<file path="config.mk">
export PLATFORM = sky130hd
export DESIGN_NAME = dma_xlate_walker
export DESIGN_NICKNAME = d
export VERILOG_FILES = /design/src/rtl/dma_xlate_pkg.sv /design/src/rtl/xlate_entry_addr.sv /design/src/rtl/xlate_gate.sv /design/src/rtl/xlate_entry_eval.sv /design/src/rtl/xlate_sticky.sv /design/src/rtl/dma_xlate_walker.sv
export SDC_FILE = /design/constraint.sdc
export NUM_CORES = 1
export LEC_CHECK = 0
export BUFFER_PORTS_ARGS = -buffer_cell sky130_fd_sc_hd__buf_2
export CORE_AREA = 2 2 234 236
export CTS_BUF_LIST = sky130_fd_sc_hd__clkbuf_4 sky130_fd_sc_hd__clkbuf_8 sky130_fd_sc_hd__clkbuf_16
export DETAILED_ROUTE_END_ITERATION = 8
export DIE_AREA = 0 0 236 238
export SLEW_MARGIN = 20
export SYNTH_ARGS = -nofsm -noshare
export SYNTH_HDL_FRONTEND = slang
export SYNTH_SLANG_ARGS = --single-unit
</file>
<file path="constraint.sdc">
create_clock -name clk -period 6.13 [get_ports clk]
set_input_delay 0.613 -clock clk [delete_from_list [all_inputs] [get_ports clk]]
set_output_delay 0.613 -clock clk [all_outputs]
set_load 0.1 [all_outputs]
</file>
<file path="src/rtl/dma_xlate_pkg.sv">
package dma_xlate_pkg;
  typedef enum logic [1:0] {
    WS_IDLE  = 2'd0,
    WS_ISSUE = 2'd1,
    WS_WAIT  = 2'd2
  } walk_state_e;

  typedef enum logic [1:0] {
    LV_REGION  = 2'd0,
    LV_SEGMENT = 2'd1,
    LV_PAGE    = 2'd2
  } walk_level_e;

  localparam logic [3:0] EV_BAD_SPACE     = 4'd1;
  localparam logic [3:0] EV_OUT_OF_WINDOW = 4'd2;
  localparam logic [3:0] EV_WALK_ERROR    = 4'd3;

  localparam logic [1:0] PERM_NONE = 2'b00;
  localparam logic [1:0] PERM_RW   = 2'b11;
endpackage

</file>
<file path="src/rtl/xlate_entry_addr.sv">
module xlate_entry_addr
  import dma_xlate_pkg::*;
#(
  parameter int ADDR_W      = 64,
  parameter int RX_LSB      = 31,
  parameter int RX_W        = 11,
  parameter int SX_LSB      = 20,
  parameter int SX_W        = 11,
  parameter int PX_LSB      = 12,
  parameter int PX_W        = 8,
  parameter int ENTRY_SHIFT = 3
) (
  input  logic [RX_LSB+RX_W-1:PX_LSB] idx_bits,
  input  walk_level_e                 level,
  input  logic [ADDR_W-1:0]           table_base,
  output logic [ADDR_W-1:0]           entry_addr
);
  localparam int NLVL = 3;

  logic [ADDR_W-1:0] idx_ext [NLVL];
  logic [ADDR_W-1:0] idx_sel;

  for (genvar g = 0; g < NLVL; g++) begin : g_lvl
    localparam int LSB = (g == 0) ? RX_LSB : (g == 1) ? SX_LSB : PX_LSB;
    localparam int W   = (g == 0) ? RX_W   : (g == 1) ? SX_W   : PX_W;
    assign idx_ext[g] = {{(ADDR_W-W){1'b0}}, idx_bits[LSB+W-1:LSB]};
  end

  always_comb begin
    case (level)
      LV_REGION:  idx_sel = idx_ext[0];
      LV_SEGMENT: idx_sel = idx_ext[1];
      default:    idx_sel = idx_ext[2];
    endcase
  end

  assign entry_addr = table_base + (idx_sel << ENTRY_SHIFT);
endmodule

</file>
<file path="src/rtl/xlate_gate.sv">
module xlate_gate
  import dma_xlate_pkg::*;
#(
  parameter int                ADDR_W        = 64,
  parameter logic [ADDR_W-1:0] DOORBELL_ADDR = '0
) (
  input  logic              configured,
  input  logic              enabled,
  input  logic [ADDR_W-1:0] origin,
  input  logic [ADDR_W-1:0] win_base,
  input  logic [ADDR_W-1:0] win_limit,
  input  logic [ADDR_W-1:0] addr,
  output logic              settle,
  output logic              bypass,
  output logic [1:0]        perm,
  output logic              fault,
  output logic [3:0]        code
);
  // Decides in the accept cycle whether a walk is needed at all.
  always_comb begin
    settle = 1'b1;
    bypass = 1'b0;
    perm   = PERM_NONE;
    fault  = 1'b0;
    code   = 4'd0;
    if (!(configured && enabled)) begin
      settle = 1'b1;
    end else if (addr == DOORBELL_ADDR) begin
      bypass = 1'b1;
      perm   = PERM_RW;
    end else if (origin == '0) begin
      fault = 1'b1;
      code  = EV_BAD_SPACE;
    end else if ((addr < win_base) || (addr > win_limit)) begin
      fault = 1'b1;
      code  = EV_OUT_OF_WINDOW;
    end else begin
      settle = 1'b0;
    end
  end
endmodule

</file>
<file path="src/rtl/xlate_entry_eval.sv">
module xlate_entry_eval
  import dma_xlate_pkg::*;
#(
  parameter int         ADDR_W       = 64,
  parameter int         PAGE_SHIFT   = 12,
  parameter int         TYPE_LSB     = 2,
  parameter logic [1:0] REGION_TYPE  = 2'b11,
  parameter logic [1:0] SEGMENT_TYPE = 2'b10,
  parameter int         INVALID_BIT  = 10
) (
  input  walk_level_e       level,
  input  logic [ADDR_W-1:0] entry,
  output logic              descend,
  output logic              missing,
  output logic              usable,
  output logic [ADDR_W-1:0] frame
);
  logic [1:0] kind;
  logic       frame_nz;

  assign kind     = entry[TYPE_LSB+1:TYPE_LSB];
  assign frame    = {entry[ADDR_W-1:PAGE_SHIFT], {PAGE_SHIFT{1'b0}}};
  assign frame_nz = (frame != '0);

  always_comb begin
    descend = 1'b0;
    missing = 1'b0;
    usable  = 1'b0;
    case (level)
      LV_REGION: begin
        if (kind == REGION_TYPE && frame_nz) descend = 1'b1;
        else                                 missing = 1'b1;
      end
      LV_SEGMENT: begin
        if (kind == SEGMENT_TYPE && frame_nz) descend = 1'b1;
        else                                  missing = 1'b1;
      end
      default: begin
        if (entry == '0)             missing = 1'b1;
        else if (!entry[INVALID_BIT]) usable = 1'b1;
      end
    endcase
  end
endmodule

</file>
<file path="src/rtl/xlate_sticky.sv">
module xlate_sticky #(
  parameter int NFLAGS = 2
) (
  input  logic              clk,
  input  logic              rst,
  input  logic              clr,
  input  logic [NFLAGS-1:0] set,
  output logic [NFLAGS-1:0] flags
);
  // Set has priority over clear.
  always_ff @(posedge clk) begin
    if (rst) flags <= '0;
    else     flags <= (flags & ~{NFLAGS{clr}}) | set;
  end
endmodule

</file>
<file path="src/rtl/dma_xlate_walker.sv">
module dma_xlate_walker
  import dma_xlate_pkg::*;
#(
  parameter int                ADDR_W        = 64,
  parameter int                RX_LSB        = 31,
  parameter int                RX_W          = 11,
  parameter int                SX_LSB        = 20,
  parameter int                SX_W          = 11,
  parameter int                PX_LSB        = 12,
  parameter int                PX_W          = 8,
  parameter int                PAGE_SHIFT    = 12,
  parameter logic [ADDR_W-1:0] DOORBELL_ADDR = 64'h0000_0000_0FFF_E000
) (
  input  logic              clk,
  input  logic              rst,
  input  logic              clr_err,
  input  logic              cfg_configured,
  input  logic              cfg_enabled,
  input  logic [ADDR_W-1:0] cfg_origin,
  input  logic [ADDR_W-1:0] cfg_win_base,
  input  logic [ADDR_W-1:0] cfg_win_limit,
  input  logic              req_valid,
  input  logic [ADDR_W-1:0] req_addr,
  output logic              req_ready,
  output logic              rsp_done,
  output logic [1:0]        rsp_perm,
  output logic [ADDR_W-1:0] rsp_addr,
  output logic [ADDR_W-1:0] rsp_mask,
  output logic              mem_rd_valid,
  input  logic              mem_rd_ready,
  output logic [ADDR_W-1:0] mem_rd_addr,
  input  logic              mem_rsp_valid,
  input  logic [63:0]       mem_rsp_data,
  output logic              fault_valid,
  output logic [3:0]        fault_code,
  output logic              fault_qual,
  output logic [ADDR_W-1:0] fault_addr,
  output logic              err_sticky,
  output logic              store_block
);
  localparam logic [ADDR_W-1:0] PAGE_MASK =
    {{(ADDR_W-PAGE_SHIFT){1'b0}}, {PAGE_SHIFT{1'b1}}};
  localparam int ENTRY_SHIFT = 3;

  walk_state_e       state;
  walk_level_e       level;
  walk_level_e       next_level;
  walk_level_e       level_src;
  logic [ADDR_W-1:0] cur_addr;
  logic [ADDR_W-1:0] rd_addr;
  logic [ADDR_W-1:0] idx_src;
  logic [ADDR_W-1:0] base_src;
  logic [ADDR_W-1:0] origin_base;
  logic [ADDR_W-1:0] entry_addr;

  logic              gate_settle, gate_bypass, gate_fault;
  logic [1:0]        gate_perm;
  logic [3:0]        gate_code;

  logic              ev_descend, ev_missing, ev_usable;
  logic [ADDR_W-1:0] ev_frame;
  logic [ADDR_W-1:0] entry_word;

  logic              fault_fire;
  logic [1:0]        flags;

  assign req_ready    = (state == WS_IDLE);
  assign mem_rd_valid = (state == WS_ISSUE);
  assign mem_rd_addr  = rd_addr;
  assign entry_word   = mem_rsp_data[ADDR_W-1:0];

  assign origin_base = {cfg_origin[ADDR_W-1:PAGE_SHIFT], {PAGE_SHIFT{1'b0}}};
  assign next_level  = (level == LV_REGION) ? LV_SEGMENT : LV_PAGE;
  assign level_src   = (state == WS_IDLE) ? LV_REGION : next_level;
  assign idx_src     = (state == WS_IDLE) ? req_addr : cur_addr;
  assign base_src    = (state == WS_IDLE) ? origin_base : ev_frame;

  xlate_gate #(
    .ADDR_W        (ADDR_W),
    .DOORBELL_ADDR (DOORBELL_ADDR)
  ) u_gate (
    .configured (cfg_configured),
    .enabled    (cfg_enabled),
    .origin     (cfg_origin),
    .win_base   (cfg_win_base),
    .win_limit  (cfg_win_limit),
    .addr       (req_addr),
    .settle     (gate_settle),
    .bypass     (gate_bypass),
    .perm       (gate_perm),
    .fault      (gate_fault),
    .code       (gate_code)
  );

  xlate_entry_addr #(
    .ADDR_W      (ADDR_W),
    .RX_LSB      (RX_LSB),
    .RX_W        (RX_W),
    .SX_LSB      (SX_LSB),
    .SX_W        (SX_W),
    .PX_LSB      (PX_LSB),
    .PX_W        (PX_W),
    .ENTRY_SHIFT (ENTRY_SHIFT)
  ) u_eaddr (
    .idx_bits   (idx_src[RX_LSB+RX_W-1:PX_LSB]),
    .level      (level_src),
    .table_base (base_src),
    .entry_addr (entry_addr)
  );

  xlate_entry_eval #(
    .ADDR_W     (ADDR_W),
    .PAGE_SHIFT (PAGE_SHIFT)
  ) u_eval (
    .level   (level),
    .entry   (entry_word),
    .descend (ev_descend),
    .missing (ev_missing),
    .usable  (ev_usable),
    .frame   (ev_frame)
  );

  assign fault_fire =
    ((state == WS_IDLE) && req_valid && gate_settle && gate_fault) ||
    ((state == WS_WAIT) && mem_rsp_valid && ev_missing);

  xlate_sticky #(.NFLAGS(2)) u_sticky (
    .clk   (clk),
    .rst   (rst),
    .clr   (clr_err),
    .set   ({2{fault_fire}}),
    .flags (flags)
  );

  assign err_sticky  = flags[0];
  assign store_block = flags[1];

  always_ff @(posedge clk) begin
    if (rst) begin
      state       <= WS_IDLE;
      level       <= LV_REGION;
      cur_addr    <= '0;
      rd_addr     <= '0;
      rsp_done    <= 1'b0;
      rsp_perm    <= PERM_NONE;
      rsp_addr    <= '0;
      rsp_mask    <= '0;
      fault_valid <= 1'b0;
      fault_code  <= 4'd0;
      fault_qual  <= 1'b0;
      fault_addr  <= '0;
    end else begin
      rsp_done    <= 1'b0;
      fault_valid <= 1'b0;
      case (state)
        WS_IDLE: begin
          if (req_valid) begin
            cur_addr <= req_addr;
            if (gate_settle) begin
              rsp_done <= 1'b1;
              rsp_perm <= gate_perm;
              rsp_addr <= gate_bypass ? req_addr : '0;
              rsp_mask <= gate_bypass ? PAGE_MASK : '1;
              if (gate_fault) begin
                fault_valid <= 1'b1;
                fault_code  <= gate_code;
                fault_qual  <= 1'b0;
                fault_addr  <= req_addr;
              end
            end else begin
              state   <= WS_ISSUE;
              level   <= LV_REGION;
              rd_addr <= entry_addr;
            end
          end
        end
        WS_ISSUE: begin
          if (mem_rd_ready) state <= WS_WAIT;
        end
        WS_WAIT: begin
          if (mem_rsp_valid) begin
            if (ev_descend) begin
              level   <= next_level;
              rd_addr <= entry_addr;
              state   <= WS_ISSUE;
            end else begin
              state    <= WS_IDLE;
              rsp_done <= 1'b1;
              if (ev_missing) begin
                rsp_perm    <= PERM_NONE;
                rsp_addr    <= '0;
                rsp_mask    <= '1;
                fault_valid <= 1'b1;
                fault_code  <= EV_WALK_ERROR;
                fault_qual  <= 1'b1;
                fault_addr  <= cur_addr;
              end else begin
                rsp_perm <= ev_usable ? PERM_RW : PERM_NONE;
                rsp_addr <= ev_frame;
                rsp_mask <= PAGE_MASK;
              end
            end
          end
        end
        default: state <= WS_IDLE;
      endcase
    end
  end
endmodule

</file>
* After elaboration in Yosys (flattened, before gate mapping) *
Cells that the tools add are included.

word-level totals
  flip-flop bits (word level) = 335
  input bits = 328
  logic and storage cells = 157
  output and inout port bits = 269

operators by class
  muxes and demuxes = 99
  equality and inequality tests = 16
  add/sub/neg operators = 1
  reduce and logical (&&, ||, !) cells = 23
  $lt $le $gt $ge = 2
  bitwise operators = 3

operator list
  kind                                             number
  2-to-1 mux 64 bit                                23
  case mux 64 bit (2 select lines)                 4
  logical NOT 64 bit                               2
  adder 64 x 14 -> 64 bit                          1
  == test 64 x 28 -> 1 bit, second input constant  1
  greater-than comparator 64 bit                   1
  < comparator 64 bit                              1
  nonzero test 64 bit                              1
  2-to-1 mux 42 bit                                1
  2-to-1 mux 2 bit                                 19
  2-to-1 mux 4 bit                                 9
  2-to-1 mux 1 bit                                 33
  case mux 11 bit (2 select lines)                 1
  != test 2 bit, second input constant             6
  case mux 1 bit (2 select lines)                  5
  AND reduction 5 bit                              2
  logical AND 1 bit                                8
  case mux 2 bit (2 select lines)                  2
  case mux 4 bit (2 select lines)                  1
  AND reduction 7 bit                              1
  == test 2 x 1 -> 1 bit, second input constant    3
  == test 2 bit, second input constant             3
  logical NOT 2 bit                                3
  != test 2 x 1 -> 1 bit, second input constant    3
  other kinds (9)                                  10

* Logic depth before layout (Yosys ltp) *
Gate-level depths: netlist (run 1).

  word-level depth = 10
  depth in mapped cells = 19
  gate-level depth less buffers = 14

* By module *
Synthesis (run 1) repeated with hierarchy kept, for this count alone.

second synthesis, totals
  cells, all modules = 2378
  area total of the unflattened synthesis = 19859.0 µm²

by module, submodules not included
  module            instances  cells an instance  area each (µm²)  sequential area each (µm²)
  dma_xlate_walker  1          1484               13679.4          5425.2
  xlate_gate        1          509                3559.7           0.0
  xlate_entry_addr  1          281                1860.5           0.0
  xlate_entry_eval  1          96                 689.4            0.0
  xlate_sticky      1          8                  70.1             40.0

* Worst setup path after synthesis (run 1) *
OpenSTA, ideal clock, no wires.

  path kind = register -> register
  start = register state[1]
  end = register rd_addr[52], in the netlist mem_rd_addr[52]
  slack = 0.667 ns
  period minus slack after synthesis = 5.463 ns
  path buffers = 5
  arrival time = 5.342 ns
  cell stages (with the launch flop) = 19
  setup time = 0.121 ns
  data required time = 6.009 ns
  cell sequence = dfxtp_1 -> or2_4 -> inv_2 -> buf_1 -> buf_4 -> buf_1 -> clkbuf_1 -> a22o_1 -> ha_1 -> fa_1 -> inv_1 -> a221o_1 -> nand3b_1 -> or3_1 -> buf_2 -> nor4b_2 -> xor2_1 -> nor2_1 -> mux2_2

on the way
  word-level cells in the longest chain between the ends = 8
  elaborated cells on any way between the ends = 20
  those cells by class = add/sub (1); eq/ne (6); mux (9); reduce/logical (4)

ends and longest elaborated chain
  item                                                         RTL line                                          RTL
  from (decl)                                                  dma_xlate_walker.sv:45                            walk_state_e state;
  from (signal assigned)                                       dma_xlate_walker.sv:140                           state <= WS_IDLE;
  from (signal assigned)                                       dma_xlate_walker.sv:171                           state <= WS_ISSUE;
  from (signal assigned)                                       dma_xlate_walker.sv:178                           if (mem_rd_ready) state <= WS_WAIT;
  logical NOT 2 bit (*)                                        -
  via req_ready                                                dma_xlate_walker.sv:24                            output logic req_ready,
  2-to-1 mux 2 bit                                             dma_xlate_walker.sv:74                            assign level_src = (state == WS_IDLE) ? LV_REGION : next_level;
  == test 2 x 1 -> 1 bit or logical NOT 2 bit (tied branches)  xlate_entry_addr.sv:30                            case (level)
  case mux 11 bit (2 select lines)                             xlate_entry_addr.sv:30
  adder 64 x 14 -> 64 bit                                      xlate_entry_addr.sv:37                            assign entry_addr = table_base + (idx_sel << ENTRY_SHIFT);
  2-to-1 mux 64 bit, on equally long branches                  dma_xlate_walker.sv:182, dma_xlate_walker.sv:159
  2-to-1 mux 64 bit, on equally long branches                  dma_xlate_walker.sv:181, dma_xlate_walker.sv:157
  case mux 64 bit (2 select lines)                             dma_xlate_walker.sv:155                           case (state)
  to (signal assigned)                                         dma_xlate_walker.sv:173                           rd_addr <= entry_addr;
  to (signal assigned)                                         dma_xlate_walker.sv:184                           rd_addr <= entry_addr;
  to (decl)                                                    dma_xlate_walker.sv:50                            logic [ADDR_W-1:0] rd_addr;

Mark *: on every way through the listed nets, which the timed path passes. The rest lies on a longest branch. The select of a mux whose other input is x is not followed.
A chain may end at the register's enable or synchronous reset.

* Worst setup path after layout (run 1) *
  start = input port req_addr[63]
  end = register fault_addr[45]

on the way
  word-level cells in the longest chain between the ends = 8
  elaborated cells on any way between the ends = 13
  those cells by class = order compare (2); eq/ne (3); mux (6); reduce/logical (2)

ends and longest elaborated chain
  item                                                                   RTL line                 RTL
  from (decl)                                                            dma_xlate_walker.sv:23   input logic [ADDR_W-1:0] req_addr,
  < comparator 64 bit or greater-than comparator 64 bit (tied branches)  xlate_gate.sv:34         end else if ((addr < win_base) || (addr > win_limit)) begin
  logical OR 1 bit                                                       xlate_gate.sv:34
  2-to-1 mux 1 bit                                                       xlate_gate.sv:34
  2-to-1 mux 1 bit                                                       xlate_gate.sv:31         end else if (origin == '0) begin
  2-to-1 mux 1 bit                                                       xlate_gate.sv:28         end else if (addr == DOORBELL_ADDR) begin
  2-to-1 mux 1 bit                                                       xlate_gate.sv:26         if (!(configured && enabled)) begin
  != test 2 x 1 -> 1 bit (no source line)                                -
  AND reduction 7 bit (no source line) (*)                               -
  to (signal assigned)                                                   dma_xlate_walker.sv:168  fault_addr <= req_addr;
  to (signal assigned)                                                   dma_xlate_walker.sv:196  fault_addr <= cur_addr;
  to (decl)                                                              dma_xlate_walker.sv:37   output logic [ADDR_W-1:0] fault_addr,

Mark *: on every way between the ends. The rest lies on a longest branch, timed or not.

==> metrics.cfg, run 1 <==
[run_status]
outcome=completed

[timing]
whs_ps=304
slew_viol_final=0
post-route-min-period_ps=4550
hold_viol=0
grt_setup_unrepaired=no
tightest_slew_ps=1000
clock.fmax_mhz=220
relSlewSlack_pct=32.5
setup_tns_ps=0
finalSetupViolCount=0
timing.final.crit_share_pct=74.3
finClkSkew_ps=35.2

[place]
dpl.hpwl_mm=58.2
io_buffers=591
place_area_sq_um=21200
place_congestion=0.971

[logic_synthesis]
yosysSeqAreaShare_pct=29.4
ys_seq_elements=267
ys_top_cells_by_area=dfxtp_1 (29%), ha_1 (8.9%), mux2_2 (7.8%), nand2_1 (6.6%), a21oi_1 (5.5%)
synth_area_sq_um=18200
synth_top_area_share_pct=29.4
synth.avg_cell_area_sq_um=8.16
yosys-top-cells-count=nand2_1 (319), dfxtp_1 (267), a21oi_1 (201)
synthFlopType=dfxtp_1
synth_edf_count=0
yosysUniqueCellTypes=85
yosysTopAreaCell=dfxtp_1
netlist_instances=2232
yosys_warnings=0
yosysMostFrequentCell=nand2_1
ys_async_sr_fraction_pct=0

[critical_path]
crit_path_cell_trace=buf_2 -> ha_1 -> nand4_1 -> nor3_1 -> nand3_1 -> nor4_1 -> a311oi_1 -> a211oi_1 -> o2bb2ai_4 -> buf_16 -> buf_4 -> mux2_2
required_ps=6610
start_kind=primary input
worstPathMaxFanout=20
critical_path_arrival_ps=5040
crit_path_top_delay_cell=nor4_1
cp-end-kind=flip-flop
max_stage_delay_ps=820
path_class=primary input to flip-flop

[global_routing]
globalRouteOverflowTotal=0
groute.usage.overall_pct=25.7
grt_pass1_wl_mm=110
grt_pass1_vias=17601
antenna_found_initial=11
grt_max_degree=220

[clocking]
path_clk_slew_ps=60
cts_buffers=31
cts.path.max_buffers=3
cts_tree=yes
cts_setup_buffers=0
cts_resized=0
clock_sink_count=267
cts.hold.buffers_added=0
clk_latency_ps=600
clock-root-buffer=clkbuf_16
htreeDepth=1

[routing]
dr.pass1.iters=5
drc_errors=0
num_vias=18080
final_antenna_net_count=0
wl_mm=75.7
wl_per_cell_microns=22.3
dr.first_iter.drc_count=1524
routed_via_density=5.32

[layout]
nNetsFinal=3136
fin_util_pct=41.5
drive_gt1_share_pct=30.3
fillCellCount=5465
area_growth_pct=22.0
stdcell_area_sq_um=22200

[floorplan]
dieArea_sq_um=56200
die_y_microns=238
rows=85
die-width_microns=236
core_sq_um=53500
io-pin-count=597
start_util_pct=34.0

[pwr]
vdd_drop_max_mv=0.227
power.switching_mw=1.92
power_density_nw_per_um2=234
p_seq_share_pct=35.3
swShare_pct=36.9
p_int_mw=3.28
p_leak_nw=11.1
clockPowerShare_pct=36.6
p_comb_share_pct=28.1

[job]
drv_cap=0

[hold_path]
hold_path.class=primary input to flip-flop

[per-stage QoR]
stage / power, mW / setup WS, ps / instances
3_3_place_gp: 3.31 / 788 / 3340
4_1_cts: 5.24 / 1450 / 3394
5_1_grt: 5.39 / 1350 / 3397
2_1_floorplan: 2.96 / 667 / 2236
6_report: 5.20 / 1580 / 3399
3_5_place_dp: 3.32 / 835 / 3340
[power by group through the flow]
stage,Clock [mW],Sequential (mW),Combinational [mW]
2_1_floorplan,0,2.10,0.861
4_1_cts,1.95,1.84,1.45
3_3_place_gp,0,1.87,1.44
5_1_grt,2.01,1.84,1.54
3_5_place_dp,0,1.87,1.45
6_report,1.90,1.84,1.46
[flip-flops by register name (all words and copies together) (netlist names)]
signal and flops:
fault_addr 64, u_sticky.flags 2, level 2, fault_code 2
fault_valid 1, rsp_perm 1, state 2, rsp_addr 64
rsp_mask 2, fault_qual 1, cur_addr 64, rsp_done 1
mem_rd_addr 61
[layout by cell type, fill, tap and decap left out, types with 26 or more instances in the layout]
cell,n
a21oi_1,201
buf_2,590
clkbuf_16,31
dfxtp_1,264
ha_1,129
inv_1,135
mux2_2,126
mux2i_1,90
nand2_1,318
nand2b_1,64
nand3_1,30
nand3b_1,44
nand4_1,42
nor2_1,95
nor2b_1,127
nor4_1,57
o21ai_0,35
xor2_1,26
[worst paths after layout]
kind	start	end	slack (ps)	cells after the start
hold reg to reg	cur_addr[59]	cur_addr[59]	460	2
setup / recovery	req_addr[63]	fault_addr[45]	1580	12
setup reg to reg	state[1]	mem_rd_addr[60]	1600	15
hold / removal	clr_err	u_sticky.flags[1]	300	3
[area by class of cell]
class	instances	area, sq um	share of cell area, %
multi-input cells	1632	11300	50.9
flip-flops and latches	267	5350	24.1
repair buffers	610	3160	14.2
clock buffers	44	917	4.13
well taps	696	871	3.92
inverters	136	510	2.30
clock inverters	10	110	0.495
diodes	4	10.0	0.0450
[layer usage]
metal / GRT usage [%] / up-vias / routed length [microns]
li1: - / 8559 / -
met1: 30.3 / 8573 / 29900
met2: 45.0 / 792 / 36400
met3: 5.24 / 150 / 5970
met4: 11.2 / 6 / 3430
met5: 0 / - / 36
[critical path, delay by kind of cell]
family | cells | cell delay, ps
and+or+nand+nor | 4 | 1880
AOI/OAI and AO/OA | 3 | 1150
buffers and inverters | 3 | 680
muxes | 1 | 360
adders and majority gates | 1 | 340
[cell families (layout without fill, tap and decap cells)]
logic type | Yosys count | in the layout | share of synthesized area (%)
other | 1 | 9 | 0.0206
buffers and inverters | 337 | 800 | 8.98
DFF | 267 | 267 | 29.4
AOI/OAI and AO/OA | 343 | 343 | 11.4
adders and majority gates | 130 | 130 | 8.97
and+or+nand+nor | 889 | 889 | 26.1
xor gates and xnor gates | 45 | 45 | 2.16
muxes | 220 | 220 | 13.0
Power figures use the tool's default switching activity.
==> run 2, diff against run 1 <==
--- a/config.mk
+++ b/config.mk
@@ -6,10 +6,10 @@
 export NUM_CORES = 1
 export LEC_CHECK = 0
 export BUFFER_PORTS_ARGS = -buffer_cell sky130_fd_sc_hd__buf_2
-export CORE_AREA = 2 2 234 236
+export CORE_AREA = 2 2 232 234
 export CTS_BUF_LIST = sky130_fd_sc_hd__clkbuf_4 sky130_fd_sc_hd__clkbuf_8 sky130_fd_sc_hd__clkbuf_16
 export DETAILED_ROUTE_END_ITERATION = 8
-export DIE_AREA = 0 0 236 238
+export DIE_AREA = 0 0 234 236
 export SLEW_MARGIN = 20
 export SYNTH_ARGS = -nofsm -noshare
 export SYNTH_HDL_FRONTEND = slang
==> constraint.sdc (replaced) <==
create_clock -name clk -period 4 [get_ports clk]
set_input_delay 0.4 -clock clk [delete_from_list [all_inputs] [get_ports clk]]
set_output_delay 0.4 -clock clk [all_outputs]
set_load 0.1 [all_outputs]
==> run 2 against run 1 <==
Clock skew down 3.8 ps. Clock-buffer cell count is 2 lower. Sequential share of layout area decreased by 0.45 points. Design area up 1.9%. Critical path type is now flip-flop to flip-flop. Critical endpoint is now mem_rd_addr[52]. Largest power group unchanged.
==> metrics.cfg, run 2 (same netlist as run 1, synthesis figures left out) <==
[timing]
clock.fmax_mhz=273
whs_ps=88.8
timing.final.crit_share_pct=91.7
tightest_slew_ps=985
slew_viol_final=0
setup_tns_ps=0
finalSetupViolCount=0
grt_setup_unrepaired=no
hold_viol=0
worst_slack_ps=332
relSlewSlack_pct=34.3
finClkSkew_ps=31.3
post-route-min-period_ps=3670

[critical_path]
path_class=flip-flop to flip-flop
r2r_cells=14
regToRegEndpoint=mem_rd_addr[52]
crit_path_cell_trace=or2_4 -> inv_2 -> nor3_1 -> a22o_1 -> ha_1 -> fa_1 -> inv_1 -> a221o_1 -> nand3b_1 -> or3_4 -> nor4b_2 -> xor2_1 -> nor2_1 -> mux2_2
cp.depth=14
start_kind=flip-flop
critical_path_arrival_ps=4130
required_ps=4460
crit_buf_inv=2
max_stage_delay_ps=490
cp-endpoint=mem_rd_addr[52]
critPathLaunch=state[1]
reg2reg_from=state[1]
critical_path.top_delay_family=simple AND/OR/NAND/NOR gates
cp-end-kind=flip-flop
worstPathMaxFanout=12
r2r_slack_ps=330
crit_path_top_delay_cell=or3_4

[routing]
final_antenna_net_count=0
dr.pass1.iters=8
wl_mm=74.7
num_vias=18212
drc_errors=0
routed_via_density=5.30
wl_per_cell_microns=21.7
dr.first_iter.drc_count=1181

[hold_path]
hold_path.class=primary input to flip-flop

[pwr]
p_seq_share_pct=34.2
swShare_pct=35.9
vdd_drop_max_mv=0.332
power_density_nw_per_um2=364
p_int_mw=5.28
power.switching_mw=2.96
p_leak_nw=11.3
clockPowerShare_pct=38.5
p_comb_share_pct=27.3

[floorplan]
die_y_microns=236
io-pin-count=597
core_sq_um=53100
dieArea_sq_um=55200
die-width_microns=234
rows=85
start_util_pct=34.3

[job]
drv_cap=0

[clocking]
cts_tree=yes
cts_buffers=31
cts_setup_buffers=0
clock-root-buffer=clkbuf_16
htreeDepth=1
cts.path.max_buffers=3
clock_sink_count=267
clk_latency_ps=590
path_clk_slew_ps=60

[place]
dpl.hpwl_mm=58.3
place_congestion=0.927
place_ws_ps=90.9
io_buffers=591

[layout]
area_growth_pct=24.3
layout_commonest_cell=buf_2
layout_common_cells=buf_2 (590), nand2_1 (318), dfxtp_1 (264), a21oi_1 (201), inv_1 (135)
drive_gt1_share_pct=31.2
top_regs=cur_addr x64, fault_addr x64, rsp_addr x64
nNetsFinal=3171

[global_routing]
grt_max_degree=135
antenna_found_initial=11
grt_pass1_vias=17527
groute.usage.overall_pct=25.8
globalRouteOverflowTotal=0
grt_pass1_wl_mm=108

[run_status]
outcome=completed

## run 2: cell types whose count changed in the layout (fill, tap and decap cells not counted), sizes merged
cell | previous run | this run
clkinv | 6 | 5
bufinv | 2 | 6
buf | 610 | 645
diode | 4 | 6
clkbuf | 44 | 42
clkinvlp | 1 | 3
## run 2: worst min path at each step
stage,startpoint,endpoint,slack [ps],cells after the start
floorplan,cur_addr[0],cur_addr[0],440,2
global placement,cur_addr[59],cur_addr[59],440,2
detailed placement,cur_addr[8],cur_addr[8],450,2
CTS,clr_err,u_sticky.flags[1],60,3
global route,clr_err,u_sticky.flags[1],100,3
finish,clr_err,u_sticky.flags[0],90,3
## run 2: layout make-up
| type | count | area, sq um |
|---|---|---|
| well taps | 696 | 871 |
| fillers | 5418 | 30400 |
| flip-flops and latches | 267 | 5350 |
| clock inverters | 15 | 244 |
| multi-input cells | 1632 | 11300 |
| clock buffers | 42 | 890 |
| repair buffers | 645 | 3470 |
| diodes | 6 | 15.0 |
| inverters | 136 | 510 |
## run 2: stage by stage
stage | cells | total power, mW | instance area (sq um) | util [%]
floorplan | 2236 | 4.53 | 18300 | -
global placement | 3376 | 5.09 | 21500 | 40.5
detailed placement | 3376 | 5.11 | 21500 | 40.5
CTS | 3433 | 8.30 | 22600 | 42.6
global route | 3437 | 8.54 | 22600 | 42.7
finish | 3439 | 8.23 | 22600 | 42.7
## run 2: worst reg2reg max path: stages (launching register included)
cell and delay (ps):
dfxtp_2 320, or2_4 210, inv_2 130, nor3_1 280
a22o_1 260, ha_1 210, fa_1 220, inv_1 70
a221o_1 300, nand3b_1 290, or3_4 490, nor4b_2 320
xor2_1 170, nor2_1 50, mux2_2 250
## run 2: power groups by stage
stage	Combinational, mW	Sequential, mW	Clock [mW]
3_3_place_gp	2.22	2.87	0
2_1_floorplan	1.32	3.21	0
4_1_cts	2.25	2.81	3.24
3_5_place_dp	2.24	2.87	0
6_report	2.25	2.81	3.17
5_1_grt	2.38	2.82	3.34
## run 2: routing by layer
| layer | up-vias | track usage (%) | part of all wire, % |
|---|---|---|---|
| met5 | - | 0 | 0.066 |
| met4 | 8 | 10.5 | 4.4 |
| met3 | 173 | 6.07 | 8.9 |
| met2 | 832 | 44.9 | 48 |
| met1 | 8556 | 30.1 | 39 |
| li1 | 8643 | - | - |
## run 2: what timing repair did
item / CTS / global route
setup endpoints to repair: 0 / 2
hold buffers: 0 / 0
resized for setup: 0 / 1
